==> src/rtl/pme_pkg.sv <==
package pme_pkg;

   localparam int REG_W    = 8;
   localparam int SLOTS    = 4;
   localparam int INSN_W   = 64;
   localparam int IDX_W    = $clog2(SLOTS);

   typedef enum logic [1:0] {
      SUB_SWZ = 2'b00,
      SUB_GAT = 2'b01,
      SUB_SCT = 2'b10,
      SUB_BAD = 2'b11
   } pme_sub_e;

   typedef enum logic [2:0] {
      ST_IDLE,
      ST_READ,
      ST_WRITE,
      ST_FIN,
      ST_ERR
   } pme_state_e;

   typedef logic [SLOTS-1:0][REG_W-1:0] pme_regs_t;

endpackage

==> src/rtl/pme_decoder.sv <==
module pme_decoder
   import pme_pkg::*;
(
   input  logic [INSN_W-1:0] word,
   output logic              legal,
   output pme_regs_t         src,
   output pme_regs_t         dst,
   output logic [IDX_W-1:0]  last_idx
);

   pme_sub_e          sub;
   logic [REG_W-1:0]  head_dst;
   logic [REG_W-1:0]  base;
   pme_regs_t         lane;
   pme_regs_t         stride;
   logic              class_ok;
   logic              group_ok;
   logic              flags_ok;
   logic              pad_ok;

   assign sub      = pme_sub_e'(word[41:40]);
   assign head_dst = word[39:32];
   assign base     = (sub == SUB_GAT) ? head_dst : word[7:0];

   assign class_ok = (word[63:61] == 3'b001) && !word[42];
   assign group_ok = (word[58:57] == 2'b10) && (sub != SUB_BAD);
   assign flags_ok = !word[43] && !word[49] && (word[54:53] == 2'b00);
   assign pad_ok   = (sub != SUB_SWZ) || (word[31:24] == 8'h00);
   assign legal    = class_ok && group_ok && flags_ok && pad_ok;

   assign last_idx = (sub == SUB_SWZ) ? IDX_W'(1) : IDX_W'(SLOTS - 1);

   for (genvar k = 0; k < SLOTS; k++) begin : g_lane
      assign lane[k]   = word[REG_W*k +: REG_W];
      assign stride[k] = base + REG_W'(k);

      assign src[k] = (sub == SUB_SCT) ? stride[k] : lane[k];

      if (k == 0) begin : g_head
         assign dst[k] = (sub == SUB_GAT) ? stride[k] : head_dst;
      end else if (k == 1) begin : g_second
         always_comb begin
            unique case (sub)
               SUB_GAT: dst[k] = stride[k];
               SUB_SWZ: dst[k] = lane[2];
               default: dst[k] = lane[k];
            endcase
         end
      end else begin : g_tail
         assign dst[k] = (sub == SUB_GAT) ? stride[k] : lane[k];
      end
   end

endmodule

==> src/rtl/pme_hold_buf.sv <==
module pme_hold_buf
   import pme_pkg::*;
#(
   parameter int DATA_W = 32
) (
   input  logic              clk,
   input  logic              rst_n,
   input  logic              cap_en,
   input  logic [IDX_W-1:0]  cap_idx,
   input  logic [DATA_W-1:0] cap_data,
   input  logic [IDX_W-1:0]  out_idx,
   output logic [DATA_W-1:0] out_data
);

   logic [SLOTS-1:0][DATA_W-1:0] slot_q;

   for (genvar k = 0; k < SLOTS; k++) begin : g_slot
      always_ff @(posedge clk or negedge rst_n) begin
         if (!rst_n) begin
            slot_q[k] <= '0;
         end else if (cap_en && (cap_idx == IDX_W'(k))) begin
            slot_q[k] <= cap_data;
         end
      end
   end

   assign out_data = slot_q[out_idx];

endmodule

==> src/rtl/pme_seq.sv <==
module pme_seq
   import pme_pkg::*;
(
   input  logic             clk,
   input  logic             rst_n,
   input  logic             start,
   input  logic             start_legal,
   input  logic [IDX_W-1:0] last_idx,
   output logic             ready,
   output logic             rd_en,
   output logic             wr_en,
   output logic             done,
   output logic             illegal,
   output logic [IDX_W-1:0] idx
);

   pme_state_e       state_q;
   pme_state_e       state_d;
   logic [IDX_W-1:0] idx_d;
   logic             at_last;

   assign at_last = (idx == last_idx);

   always_comb begin
      state_d = state_q;
      idx_d   = idx;
      unique case (state_q)
         ST_IDLE: begin
            idx_d = '0;
            if (start) state_d = start_legal ? ST_READ : ST_ERR;
         end
         ST_READ: begin
            if (at_last) begin
               state_d = ST_WRITE;
               idx_d   = '0;
            end else begin
               idx_d = idx + IDX_W'(1);
            end
         end
         ST_WRITE: begin
            if (at_last) begin
               state_d = ST_FIN;
               idx_d   = '0;
            end else begin
               idx_d = idx + IDX_W'(1);
            end
         end
         default: state_d = ST_IDLE;
      endcase
   end

   always_ff @(posedge clk or negedge rst_n) begin
      if (!rst_n) begin
         state_q <= ST_IDLE;
         idx     <= '0;
      end else begin
         state_q <= state_d;
         idx     <= idx_d;
      end
   end

   assign ready   = (state_q == ST_IDLE);
   assign rd_en   = (state_q == ST_READ);
   assign wr_en   = (state_q == ST_WRITE);
   assign done    = (state_q == ST_FIN);
   assign illegal = (state_q == ST_ERR);

endmodule

==> src/rtl/pme_engine.sv <==
module pme_engine
   import pme_pkg::*;
#(
   parameter int DATA_W = 32
) (
   input  logic              clk,
   input  logic              rst_n,
   input  logic              insn_valid,
   input  logic [63:0]       insn_word,
   output logic              insn_ready,
   output logic              rf_rd_en,
   output logic [7:0]        rf_rd_addr,
   input  logic [DATA_W-1:0] rf_rd_data,
   output logic              rf_wr_en,
   output logic [7:0]        rf_wr_addr,
   output logic [DATA_W-1:0] rf_wr_data,
   output logic              done,
   output logic              illegal
);

   if (DATA_W < 1) begin : g_bad_width
      $error("pme_engine: DATA_W must be at least 1");
   end
   if (REG_W != 8 || SLOTS != 4 || INSN_W != 64) begin : g_bad_pkg
      $error("pme_engine: field layout needs 8-bit indices, 4 slots, 64-bit words");
   end

   logic             accept;
   logic             dec_legal;
   pme_regs_t        dec_src;
   pme_regs_t        dec_dst;
   logic [IDX_W-1:0] dec_last;
   pme_regs_t        src_q;
   pme_regs_t        dst_q;
   logic [IDX_W-1:0] last_q;
   logic [IDX_W-1:0] idx;

   assign accept = insn_valid && insn_ready;

   pme_decoder u_dec (
      .word     (insn_word),
      .legal    (dec_legal),
      .src      (dec_src),
      .dst      (dec_dst),
      .last_idx (dec_last)
   );

   always_ff @(posedge clk or negedge rst_n) begin
      if (!rst_n) begin
         src_q  <= '0;
         dst_q  <= '0;
         last_q <= '0;
      end else if (accept && dec_legal) begin
         src_q  <= dec_src;
         dst_q  <= dec_dst;
         last_q <= dec_last;
      end
   end

   pme_seq u_seq (
      .clk         (clk),
      .rst_n       (rst_n),
      .start       (accept),
      .start_legal (dec_legal),
      .last_idx    (last_q),
      .ready       (insn_ready),
      .rd_en       (rf_rd_en),
      .wr_en       (rf_wr_en),
      .done        (done),
      .illegal     (illegal),
      .idx         (idx)
   );

   pme_hold_buf #(.DATA_W(DATA_W)) u_buf (
      .clk      (clk),
      .rst_n    (rst_n),
      .cap_en   (rf_rd_en),
      .cap_idx  (idx),
      .cap_data (rf_rd_data),
      .out_idx  (idx),
      .out_data (rf_wr_data)
   );

   assign rf_rd_addr = src_q[idx];
   assign rf_wr_addr = dst_q[idx];

endmodule

==> config.mk <==
export PLATFORM = sky130hd
export DESIGN_NAME = pme_engine
export DESIGN_NICKNAME = d
export VERILOG_FILES = /design/src/rtl/pme_pkg.sv /design/src/rtl/pme_decoder.sv /design/src/rtl/pme_hold_buf.sv /design/src/rtl/pme_seq.sv /design/src/rtl/pme_engine.sv
export SDC_FILE = /design/constraint.sdc
export NUM_CORES = 1
export LEC_CHECK = 0
export ABC_CLOCK_PERIOD_IN_PS = 3300
export BUFFER_PORTS_ARGS = -buffer_cell sky130_fd_sc_hd__buf_2
export CORE_MARGIN = 10
export CORE_UTILIZATION = 35
export DETAILED_ROUTE_END_ITERATION = 6
export SYNTH_ARGS = -nofsm -noshare
export SYNTH_HDL_FRONTEND = slang
export SYNTH_SLANG_ARGS = --single-unit
==> constraint.sdc <==
create_clock -name clk -period 3.3 [get_ports clk]
set_clock_uncertainty 0.1 [all_clocks]
set_input_delay 0.33 -clock clk [delete_from_list [all_inputs] [get_ports clk]]
set_output_delay 0.33 -clock clk [all_outputs]
set_load 0.1 [all_outputs]
==> metrics.yaml, run 1 <==
run_status:
  status: "finished, final reports clean"
global_routing:
  grt_start_max_net_pins: 86
  grt-ovfl-total: 0
  first_pass_grt_wire_length_mm: 39.0
  grt.met2_usage: 0.216
  global_route.usage.met3: 0.0390
  globalRouteTotalUtil: 0.138
  grt_antenna_before_repair: 2
  grt_most_used_layer: "met2"
  first_global_vias: 6942
  use_met1: 0.182
drt:
  detail_route.iter0.violations: 332
  wl_per_cell_um: 18.5
  wl_mm: 24.0
  drt.antenna.violating_nets: 0
  drc: 0
  vias: 6637
  firstDrtPassIters: 5
  avgViaCountPerCell: 5.11
yosys:
  syn-cell-area_sq_um: 9850
  yosysTopAreaCellShare: 0.506
  synth_seq_area_share: 0.506
  synthDominantAreaCellType: "sky130_fd_sc_hd__dfrtp_1"
  asyncSetResetFlopFracSynth: 1.00
  yosys_register_bits: 199
  postSynth.topFlopCell: "sky130_fd_sc_hd__dfrtp_1"
  post_synth_inst_count: 784
  synth_area_per_cell_sq_um: 12.6
  postSynthNetCount: 889
  synth-edff-count: 0
  synth_top_cells_by_area: "sky130_fd_sc_hd__dfrtp_1 (51%), sky130_fd_sc_hd__mux2_2 (14%), sky130_fd_sc_hd__mux4_2 (11%)"
  synth_warnings: 0
  yosys.cell_types.count: 54
die:
  placeableCoreArea_sq_um: 27800
  die_y_um: 188
  initial_core_util: 0.355
  die_width_um: 188
  floorplan.rows: 61
  die_area_sq_um: 35300
  io_pins: 152
layout:
  synthesis_to_layout_area_growth_pct: 17.7
  layout.cells.most_common: "sky130_fd_sc_hd__dfrtp_1"
  filler_cell_count: 2675
  nNetsFinal: 1013
  layout.cells.non_filler: 1299
  final_layout_size_suffix_gt1_frac: 0.416
  antenna-diode-count: 0
  layout.cells.most_common_list: "sky130_fd_sc_hd__dfrtp_1 (197), sky130_fd_sc_hd__buf_2 (138), sky130_fd_sc_hd__mux2_2 (121)"
  utilization: 0.417
critical_path:
  cp-end-kind: "output port"
  critical_path_class: "reg2out"
  startpoint_type: "register"
  worst_ep_arrival_time_ns: 2.49
  cp_data_required_time_ns: 2.87
  critPathMaxFanout: 30
sta:
  min_period_ns: 2.92
  rsz0062_at_grt: "false"
  timing_worst_slew_pin_value_ns: 0.655
  report.final.hold_viol_count: 0
  timing.final.max_slew_violations: 0
  min_period_over_period: 0.885
  clock.fmax_ghz: 0.342
  finalSetupViolations: 0
  slew_headroom: 0.563
  finalSetupTns_ns: 0
power:
  worst_ir_drop_vdd_uv: 327
  p_leak_nw: 5.41
  power_density_nw_per_um2: 584
clocking:
  count_of_buffers_added_by_post_cts_timing_repair_for_setup: 0
  count_of_h_tree_levels_built_during_cts: 4
  clock_sinks: 199
  cts_tree: "yes"
  cts.reportedPaths.clkPinSlew_ns: 0.08
  clkLatencyLatePin_ns: 0.44
  post_cts_resize_count: 0
  root_buffer: "sky130_fd_sc_hd__clkbuf_16"
  ctsLongestPathBuffers: 2
  cts_buffers: 17
place:
  rd_place_congestion: 0.813
  dp_cells: 1266
  io_buffer_count: 139
  detailed_place_hpwl_mm: 16.6
run:
  cap_viol_max_count: 0
worst_hold_path:
  min-delay-path-class: "in2reg"
==> path summary, 6_finish.rpt <==
kind                                    from                end  slack [ns]  cells past startpoint
worst max-delay path            u_seq.idx[0]      rf_wr_data[3]        0.38                      3
worst min-delay path            insn_word[7]           src_q[7]        0.03                      3
worst max register to register  u_seq.idx[0]   u_buf.slot_q[35]        0.91                      5
worst min register to register      src_q[3]           src_q[3]        0.38                      2
max in group asynchronous              rst_n  u_buf.slot_q[126]        1.99                      3
min in group asynchronous              rst_n  u_buf.slot_q[116]        0.32                      2
==> repair_timing <==
| item | in CTS | in global routing |
|---|---|---|
| endpoints found under the setup margin | 0 | 0 |
| hold buffers | 1 | 0 |
| hold endpoints to repair | 56 | 0 |
==> critical path: stages, from the launching register on <==
cell and delay (ns):
sky130_fd_sc_hd__dfrtp_4 0.87, sky130_fd_sc_hd__buf_4 0.33, sky130_fd_sc_hd__mux4_2 0.53, sky130_fd_sc_hd__buf_2 0.31
==> cells in the mapped netlist (10+ instances only) <==
cell / n
sky130_fd_sc_hd__a21oi_1: 44
sky130_fd_sc_hd__buf_2: 28
sky130_fd_sc_hd__clkbuf_1: 22
sky130_fd_sc_hd__dfrtp_1: 199
sky130_fd_sc_hd__mux2_2: 121
sky130_fd_sc_hd__mux4_2: 49
sky130_fd_sc_hd__nand2_1: 102
sky130_fd_sc_hd__nor2_1: 50
sky130_fd_sc_hd__o211ai_1: 10
sky130_fd_sc_hd__o21a_1: 11
sky130_fd_sc_hd__o21ai_0: 14
==> metal layers <==
| layer | share of wire | vias up |
|---|---|---|
| met5 | 0.0011 | - |
| met3 | 0.056 | 25 |
| li1 | - | 3074 |
| met1 | 0.46 | 3369 |
| met4 | 0.013 | 4 |
| met2 | 0.47 | 165 |
==> per-stage QoR <==
step | hold WS [ns] | area [sq um] | total power [W] | setup WS, ns
floorplan | -0.0656 | 9860 | 0.00428 | 0.0791
global placement | 0.242 | 11000 | 0.00467 | 0.615
detailed placement | 0.243 | 11000 | 0.00469 | 0.551
CTS | 0.00476 | 11600 | 0.00684 | 0.288
global route | 0.0259 | 11600 | 0.00702 | 0.205
finish | 0.0254 | 11600 | 0.00676 | 0.378
==> registers in the layout, indices dropped and copies added (netlist names) <==
register,flops
src_q,32
last_q,2
u_seq.idx,2
dst_q,32
u_buf.slot_q,128
u_seq.state_q,3
==> kinds of logic (layout without fill, tap and decap cells) <==
logic type      Yosys count  in the layout  synth area share
fa+ha+maj                 6              6           0.00762
buf+inv                  65            202            0.0334
simple gates            195            195            0.0893
compound gates          109            109            0.0685
flops                   199            199             0.506
mux                     192            192             0.280
xor+xnor                 18             18            0.0160
==> report_power, final <==
part / leakage (nW) / internal [W] / switching [W]
sequential: 2.70 / 0.00258 / 0.0000789
combinational: 2.42 / 0.000467 / 0.00149
clock: 0.294 / 0.00109 / 0.00105
==> area by class of cell <==
class | count | area (sq um) | share of cell area
timing repair buffer | 163 | 950 | 0.0819
tap | 378 | 473 | 0.0408
clock buffer | 17 | 425 | 0.0367
multi-input combinational | 520 | 4550 | 0.393
clock inverter | 15 | 180 | 0.0155
sequential | 199 | 4980 | 0.430
inverter | 7 | 26.3 | 0.00227
No activity file was read; power rests on OpenSTA's default activity.
==> inputs of run 2 (changes only) <==
--- a/config.mk
+++ b/config.mk
@@ -10,6 +10,7 @@
 export CORE_MARGIN = 10
 export CORE_UTILIZATION = 35
 export DETAILED_ROUTE_END_ITERATION = 6
+export MAX_ROUTING_LAYER = met4
 export SYNTH_ARGS = -nofsm -noshare
 export SYNTH_HDL_FRONTEND = slang
 export SYNTH_SLANG_ARGS = --single-unit
==> metrics.yaml, run 2 (synthesized netlist as in run 1, its figures left out) <==
die:
  io_pins: 152  # unchanged
  initial_core_util: 0.355  # unchanged
  die_width_um: 188  # unchanged
  die_area_sq_um: 35300  # unchanged
  placeableCoreArea_sq_um: 27800  # unchanged
  floorplan.rows: 61  # unchanged
  die_y_um: 188  # unchanged
sta:
  clock.fmax_ghz: 0.340  # was 0.342 GHz
  report.final.hold_viol_count: 0  # unchanged
  rsz0062_at_grt: "false"  # unchanged
  finalSetupViolations: 0  # unchanged
  slew_headroom: 0.554  # was 0.563
  timing.final.max_slew_violations: 0  # unchanged
  fin_hold_ws_ns: 0.0209  # was 0.0254 ns
  min_period_over_period: 0.890  # was 0.885
  timing_worst_slew_pin_value_ns: 0.669  # was 0.655 ns
  min_period_ns: 2.94  # was 2.92 ns
  finalSetupTns_ns: 0  # unchanged
power:
  power.switching_w: 0.00263  # was 0.00262 W
  worst_ir_drop_vdd_uv: 330  # was 327 uV
  power_density_nw_per_um2: 584  # about the same
  sw_frac_of_total: 0.389  # was 0.388
  pwr-share-comb: 0.290  # about the same
  power.share.sequential: 0.393  # was 0.394
  cellInternalPower_w: 0.00414  # about the same
  p_leak_nw: 5.41  # about the same
  clkPwrFrac: 0.317  # was 0.316
critical_path:
  critPathMaxFanout: 30  # unchanged
  timing.reg2reg.setup_slack_ns: 0.91  # about the same
  critical_path.cell_chain: "buf_4 -> mux4_2 -> buf_2"  # unchanged
  cp_data_required_time_ns: 2.87  # about the same
  worst_ep_arrival_time_ns: 2.51  # was 2.49 ns
  startpoint_type: "register"  # unchanged
  r2r-start: "u_seq.idx[0]"  # unchanged
  worst_r2r_path_depth: 5  # unchanged
  cp_slowest_cell: "sky130_fd_sc_hd__dfrtp_4"  # unchanged
  critical_path_class: "reg2out"  # unchanged
  timing.critical_path.from: "u_seq.idx[0]"  # unchanged
  rr_endpoint: "u_buf.slot_q[35]"  # unchanged
  cp-end-kind: "output port"  # unchanged
  critical_path.n_buffers_inverters: 2  # unchanged
  cpLargestDelayFamily: "flip-flops"  # unchanged
  critical_path_cell_count: 3  # unchanged
  worstSetupEndpoint: "rf_wr_data[3]"  # unchanged
  critical-path-max-stage-delay_ns: 0.88  # was 0.87 ns
layout:
  flip_flop_count_of_the_largest_register_after_layout: 128  # unchanged
  layout.cells.most_common: "sky130_fd_sc_hd__dfrtp_1"  # unchanged
  layout.cells.most_common_list: "sky130_fd_sc_hd__dfrtp_1 (197), sky130_fd_sc_hd__buf_2 (138), sky130_fd_sc_hd__mux2_2 (121)"  # unchanged
  final_layout_size_suffix_gt1_frac: 0.416  # unchanged
  fin_area_sq_um: 11600  # about the same
  synthesis_to_layout_area_growth_pct: 17.7  # about the same
  reg.largest.list: "u_buf.slot_q: 128 flops, dst_q: 32 flops, src_q: 32 flops"  # unchanged
  nNetsFinal: 1013  # unchanged
  top_register: "u_buf.slot_q"  # unchanged
clocking:
  post_cts_resize_count: 0  # unchanged
  clock_sinks: 199  # unchanged
  cts_buffers: 17  # unchanged
  cts_tree: "yes"  # unchanged
  postCtsHoldBufs: 1  # unchanged
  clkLatencyLatePin_ns: 0.44  # about the same
  root_buffer: "sky130_fd_sc_hd__clkbuf_16"  # unchanged
  count_of_buffers_added_by_post_cts_timing_repair_for_setup: 0  # unchanged
  ctsLongestPathBuffers: 2  # unchanged
  count_of_h_tree_levels_built_during_cts: 4  # unchanged
  cts.reportedPaths.clkPinSlew_ns: 0.08  # about the same
global_routing:
  grt-ovfl-total: 0  # unchanged
  globalRouteTotalUtil: 0.142  # was 0.138
  first_pass_grt_wire_length_mm: 38.9  # was 39.0 mm
  first_global_vias: 6950  # was 6942
  grt_antenna_before_repair: 2  # unchanged
  grt_start_max_net_pins: 86  # unchanged
drt:
  wl_mm: 24.2  # was 24.0 mm
  avgViaCountPerCell: 5.12  # was 5.11
  firstDrtPassIters: 5  # unchanged
  drt.antenna.violating_nets: 0  # unchanged
  detail_route.iter0.violations: 366  # was 332
  vias: 6660  # was 6637
  wl_per_cell_um: 18.6  # was 18.5 um
  drc: 0  # unchanged
place:
  rd_place_congestion: 0.822  # was 0.813
  dp_area_sq_um: 11000  # unchanged
  detailed_place_hpwl_mm: 16.6  # unchanged
  io_buffer_count: 139  # unchanged
worst_hold_path:
  min-delay-path-class: "in2reg"  # unchanged
  min_delay_path_depth: 3  # unchanged
run:
  cap_viol_max_count: 0  # unchanged
run_status:
  status: "finished, final reports clean"  # unchanged
-- run 2: changes by cell type in the layout (fill, tap and decap cells not counted), sizes merged --
cell / before / now
diode: 0 / 2
-- run 2: layout make-up --
class / instances / area, sq um
diodes: 2 / 5.00
clock buffers: 17 / 425
clock inverters: 15 / 180
fillers: 2673 / 16200
inverters: 7 / 26.3
multi-input cells: 520 / 4550
flip-flops and latches: 199 / 4980
well taps: 378 / 473
repair buffers: 163 / 950
-- run 2: metal layers --
layer	vias up	wire length (um)	global-route usage
met5	-	0	-
met4	0	261	0.0369
met3	18	1220	0.0321
met2	188	11200	0.216
met1	3381	11500	0.186
li1	3073	-	-
-- run 2: worst min path at each step --
stage                   startpoint                 to
finish                insn_word[7]           src_q[7]
global route        rf_rd_data[25]  u_buf.slot_q[121]
CTS                  insn_word[37]           dst_q[5]
detailed placement           rst_n  u_buf.slot_q[116]
global placement             rst_n   u_buf.slot_q[20]
floorplan                    rst_n           dst_q[0]
-- run 2: power groups by stage --
stage | clock, W | combinational, W | sequential, W
2_1_floorplan | 0 | 0.00160 | 0.00268
4_1_cts | 0.00220 | 0.00198 | 0.00266
3_5_place_dp | 0 | 0.00198 | 0.00271
6_report | 0.00215 | 0.00196 | 0.00266
3_3_place_gp | 0 | 0.00197 | 0.00270
5_1_grt | 0.00230 | 0.00205 | 0.00268
-- run 2: worst register-to-register path: stages (launching register included) --
cell and delay [ns]:
sky130_fd_sc_hd__dfrtp_4 0.88, sky130_fd_sc_hd__buf_12 0.28, sky130_fd_sc_hd__ha_1 0.16, sky130_fd_sc_hd__and2_1 0.13
sky130_fd_sc_hd__buf_4 0.34, sky130_fd_sc_hd__mux2_2 0.39
-- run 2: stage by stage --
stage               total power [W]  cells  setup slack, ns  utilization
finish                      0.00677   1301            0.363        0.417
global route                0.00702   1301            0.207        0.417
CTS                         0.00684   1299            0.288        0.417
detailed placement          0.00469   1266            0.551        0.395
global placement            0.00467   1266            0.615        0.395
floorplan                   0.00428    784           0.0791            -
==> inputs of run 3 (changes only) <==
--- a/config.mk
+++ b/config.mk
@@ -10,7 +10,9 @@
 export CORE_MARGIN = 10
 export CORE_UTILIZATION = 35
 export DETAILED_ROUTE_END_ITERATION = 6
+export HOLD_SLACK_MARGIN = 0.06
 export MAX_ROUTING_LAYER = met4
+export PLACE_DENSITY = 0.54
 export SYNTH_ARGS = -nofsm -noshare
 export SYNTH_HDL_FRONTEND = slang
 export SYNTH_SLANG_ARGS = --single-unit
==> metrics.yaml, run 3 (synthesized netlist as in run 1, its figures left out) <==
layout:
  synthesis_to_layout_area_growth_pct: 22.0  # was 17.7%
  top_register: "u_buf.slot_q"  # unchanged
  layout.cells.most_common_list: "sky130_fd_sc_hd__dfrtp_1 (197), sky130_fd_sc_hd__buf_2 (138), sky130_fd_sc_hd__mux2_2 (121)"  # unchanged
  nNetsFinal: 1059  # was 1013
  layout.cells.non_filler: 1345  # was 1301
  layout.cells.most_common: "sky130_fd_sc_hd__dfrtp_1"  # unchanged
  final_layout_size_suffix_gt1_frac: 0.400  # was 0.416
  flip_flop_count_of_the_largest_register_after_layout: 128  # unchanged
  reg.largest.list: "u_buf.slot_q: 128 flops, dst_q: 32 flops, src_q: 32 flops"  # unchanged
critical_path:
  critical_path.cell_chain: "buf_4 -> mux4_2 -> buf_2"  # unchanged
  rr_endpoint: "u_buf.slot_q[96]"  # was u_buf.slot_q[35]
  timing.reg2reg.setup_slack_ns: 0.95  # was 0.91 ns
  startpoint_type: "register"  # unchanged
  critical-path-max-stage-delay_ns: 0.83  # was 0.88 ns
  worst_ep_arrival_time_ns: 2.48  # was 2.51 ns
  worst_r2r_path_depth: 5  # unchanged
  cp-end-kind: "output port"  # unchanged
  r2r-start: "u_seq.idx[0]"  # unchanged
  cp_slowest_cell: "sky130_fd_sc_hd__dfrtp_4"  # unchanged
  cp_data_required_time_ns: 2.87  # about the same
  critPathMaxFanout: 26  # was 30
  critical_path_class: "reg2out"  # unchanged
sta:
  timing_worst_slew_pin_value_ns: 0.692  # was 0.669 ns
  clock.fmax_ghz: 0.343  # was 0.340 GHz
  slew_headroom: 0.539  # was 0.554
  min_period_over_period: 0.883  # was 0.890
  report.final.hold_viol_count: 0  # unchanged
  finalSetupViolations: 0  # unchanged
  rsz0062_at_grt: "false"  # unchanged
  finalSetupTns_ns: 0  # unchanged
  min_period_ns: 2.91  # was 2.94 ns
  timing.final.max_slew_violations: 0  # unchanged
drt:
  avgViaCountPerCell: 5.00  # was 5.12
  wl_per_cell_um: 18.7  # was 18.6 um
  vias: 6723  # was 6660
  detail_route.iter0.violations: 352  # was 366
  wl_mm: 25.2  # was 24.2 mm
  drt.antenna.violating_nets: 0  # unchanged
  firstDrtPassIters: 4  # was 5
  drc: 0  # unchanged
worst_hold_path:
  min-delay-path-class: "in2reg"  # unchanged
  hold_end: "src_q[29]"  # was src_q[7]
  min_delay_path_depth: 3  # unchanged
  hold_start: "insn_word[29]"  # was insn_word[7]
global_routing:
  globalRouteTotalUtil: 0.149  # was 0.142
  global_route.usage.met3: 0.0312  # was 0.0321
  grt_start_max_net_pins: 83  # was 86
  grt-ovfl-total: 0  # unchanged
  first_pass_grt_wire_length_mm: 40.5  # was 38.9 mm
  grt.met2_usage: 0.234  # was 0.216
  first_global_vias: 7196  # was 6950
  grt_antenna_before_repair: 1  # was 2
  grt_most_used_layer: "met2"  # unchanged
  use_met1: 0.191  # was 0.186
run:
  cap_viol_max_count: 0  # unchanged
die:
  initial_core_util: 0.355  # unchanged
  die_width_um: 188  # unchanged
  floorplan.rows: 61  # unchanged
  placeableCoreArea_sq_um: 27800  # unchanged
  die_area_sq_um: 35300  # unchanged
  io_pins: 152  # unchanged
  die_y_um: 188  # unchanged
clocking:
  clock_sinks: 199  # unchanged
  root_buffer: "sky130_fd_sc_hd__clkbuf_16"  # unchanged
  post_cts_resize_count: 0  # unchanged
  count_of_buffers_added_by_post_cts_timing_repair_for_setup: 0  # unchanged
  clkLatencyLatePin_ns: 0.44  # about the same
  cts_buffers: 17  # unchanged
  ctsLongestPathBuffers: 2  # unchanged
  cts_tree: "yes"  # unchanged
  cts.reportedPaths.clkPinSlew_ns: 0.07  # was 0.08 ns
  count_of_h_tree_levels_built_during_cts: 4  # unchanged
  postCtsHoldBufs: 43  # was 1
run_status:
  status: "finished, final reports clean"  # unchanged
place:
  rd_place_congestion: 0.813  # was 0.822
  io_buffer_count: 139  # unchanged
  detailed_place_hpwl_mm: 17.4  # was 16.6 mm
  dp_cells: 1270  # was 1266
power:
  power_density_nw_per_um2: 558  # was 584 nW/um^2
  worst_ir_drop_vdd_uv: 299  # was 330 uV
  p_leak_nw: 5.60  # was 5.41 nW
-- run 3: layout make-up --
class                   instances  area (sq um)
inverters                       7          26.3
well taps                     378           473
clock buffers                  19           453
diodes                          1          2.50
clock inverters                12           111
repair buffers                209          1410
fillers                      2685         15800
flip-flops and latches        199          4980
multi-input cells             520          4550
-- run 3: worst max-delay path by stage --
stage,from,end,slack [ns]
3_3_place_gp,insn_word[29],src_q[22],0.63
2_1_floorplan,u_seq.state_q[2],illegal,0.08
3_5_place_dp,insn_word[29],src_q[15],0.62
5_1_grt,u_seq.idx[0],rf_wr_data[5],0.22
4_1_cts,u_seq.idx[0],rf_rd_addr[2],0.28
6_report,u_seq.idx[0],rf_wr_data[5],0.39
-- run 3: metal layers --
| metal | wire, um | vias up | share of wire |
|---|---|---|---|
| met2 | 12000 | 145 | 0.48 |
| met4 | 263 | 0 | 0.010 |
| li1 | - | 3156 | - |
| met5 | 0 | - | 0 |
| met3 | 988 | 14 | 0.039 |
| met1 | 11900 | 3408 | 0.47 |
-- run 3: where the power goes --
part / switching, W / internal (W)
clock network: 0.00100 / 0.00103
registers: 0.0000761 / 0.00258
logic: 0.00151 / 0.000505
total: 0.00258 / 0.00412
-- run 3: worst max-delay path, delay by kind of cell (launching register included) --
kind                   cells  cell delay (ns)
buffers and inverters      2             0.66
DFF                        1             0.83
muxes                      1             0.56
-- run 3: metrics by stage --
| step | power (W) | setup WS (ns) | hold WS (ns) | area (sq um) | utilization |
|---|---|---|---|---|---|
| after detailed placement | 0.00470 | 0.623 | 0.333 | 11000 | 0.397 |
| after CTS | 0.00679 | 0.284 | 0.0601 | 12000 | 0.432 |
| after global routing | 0.00699 | 0.220 | 0.0726 | 12000 | 0.432 |
| final | 0.00670 | 0.387 | 0.0805 | 12000 | 0.432 |
| after floorplan | 0.00428 | 0.0791 | -0.0656 | 9860 | - |
| after global placement | 0.00469 | 0.625 | 0.337 | 11000 | 0.397 |
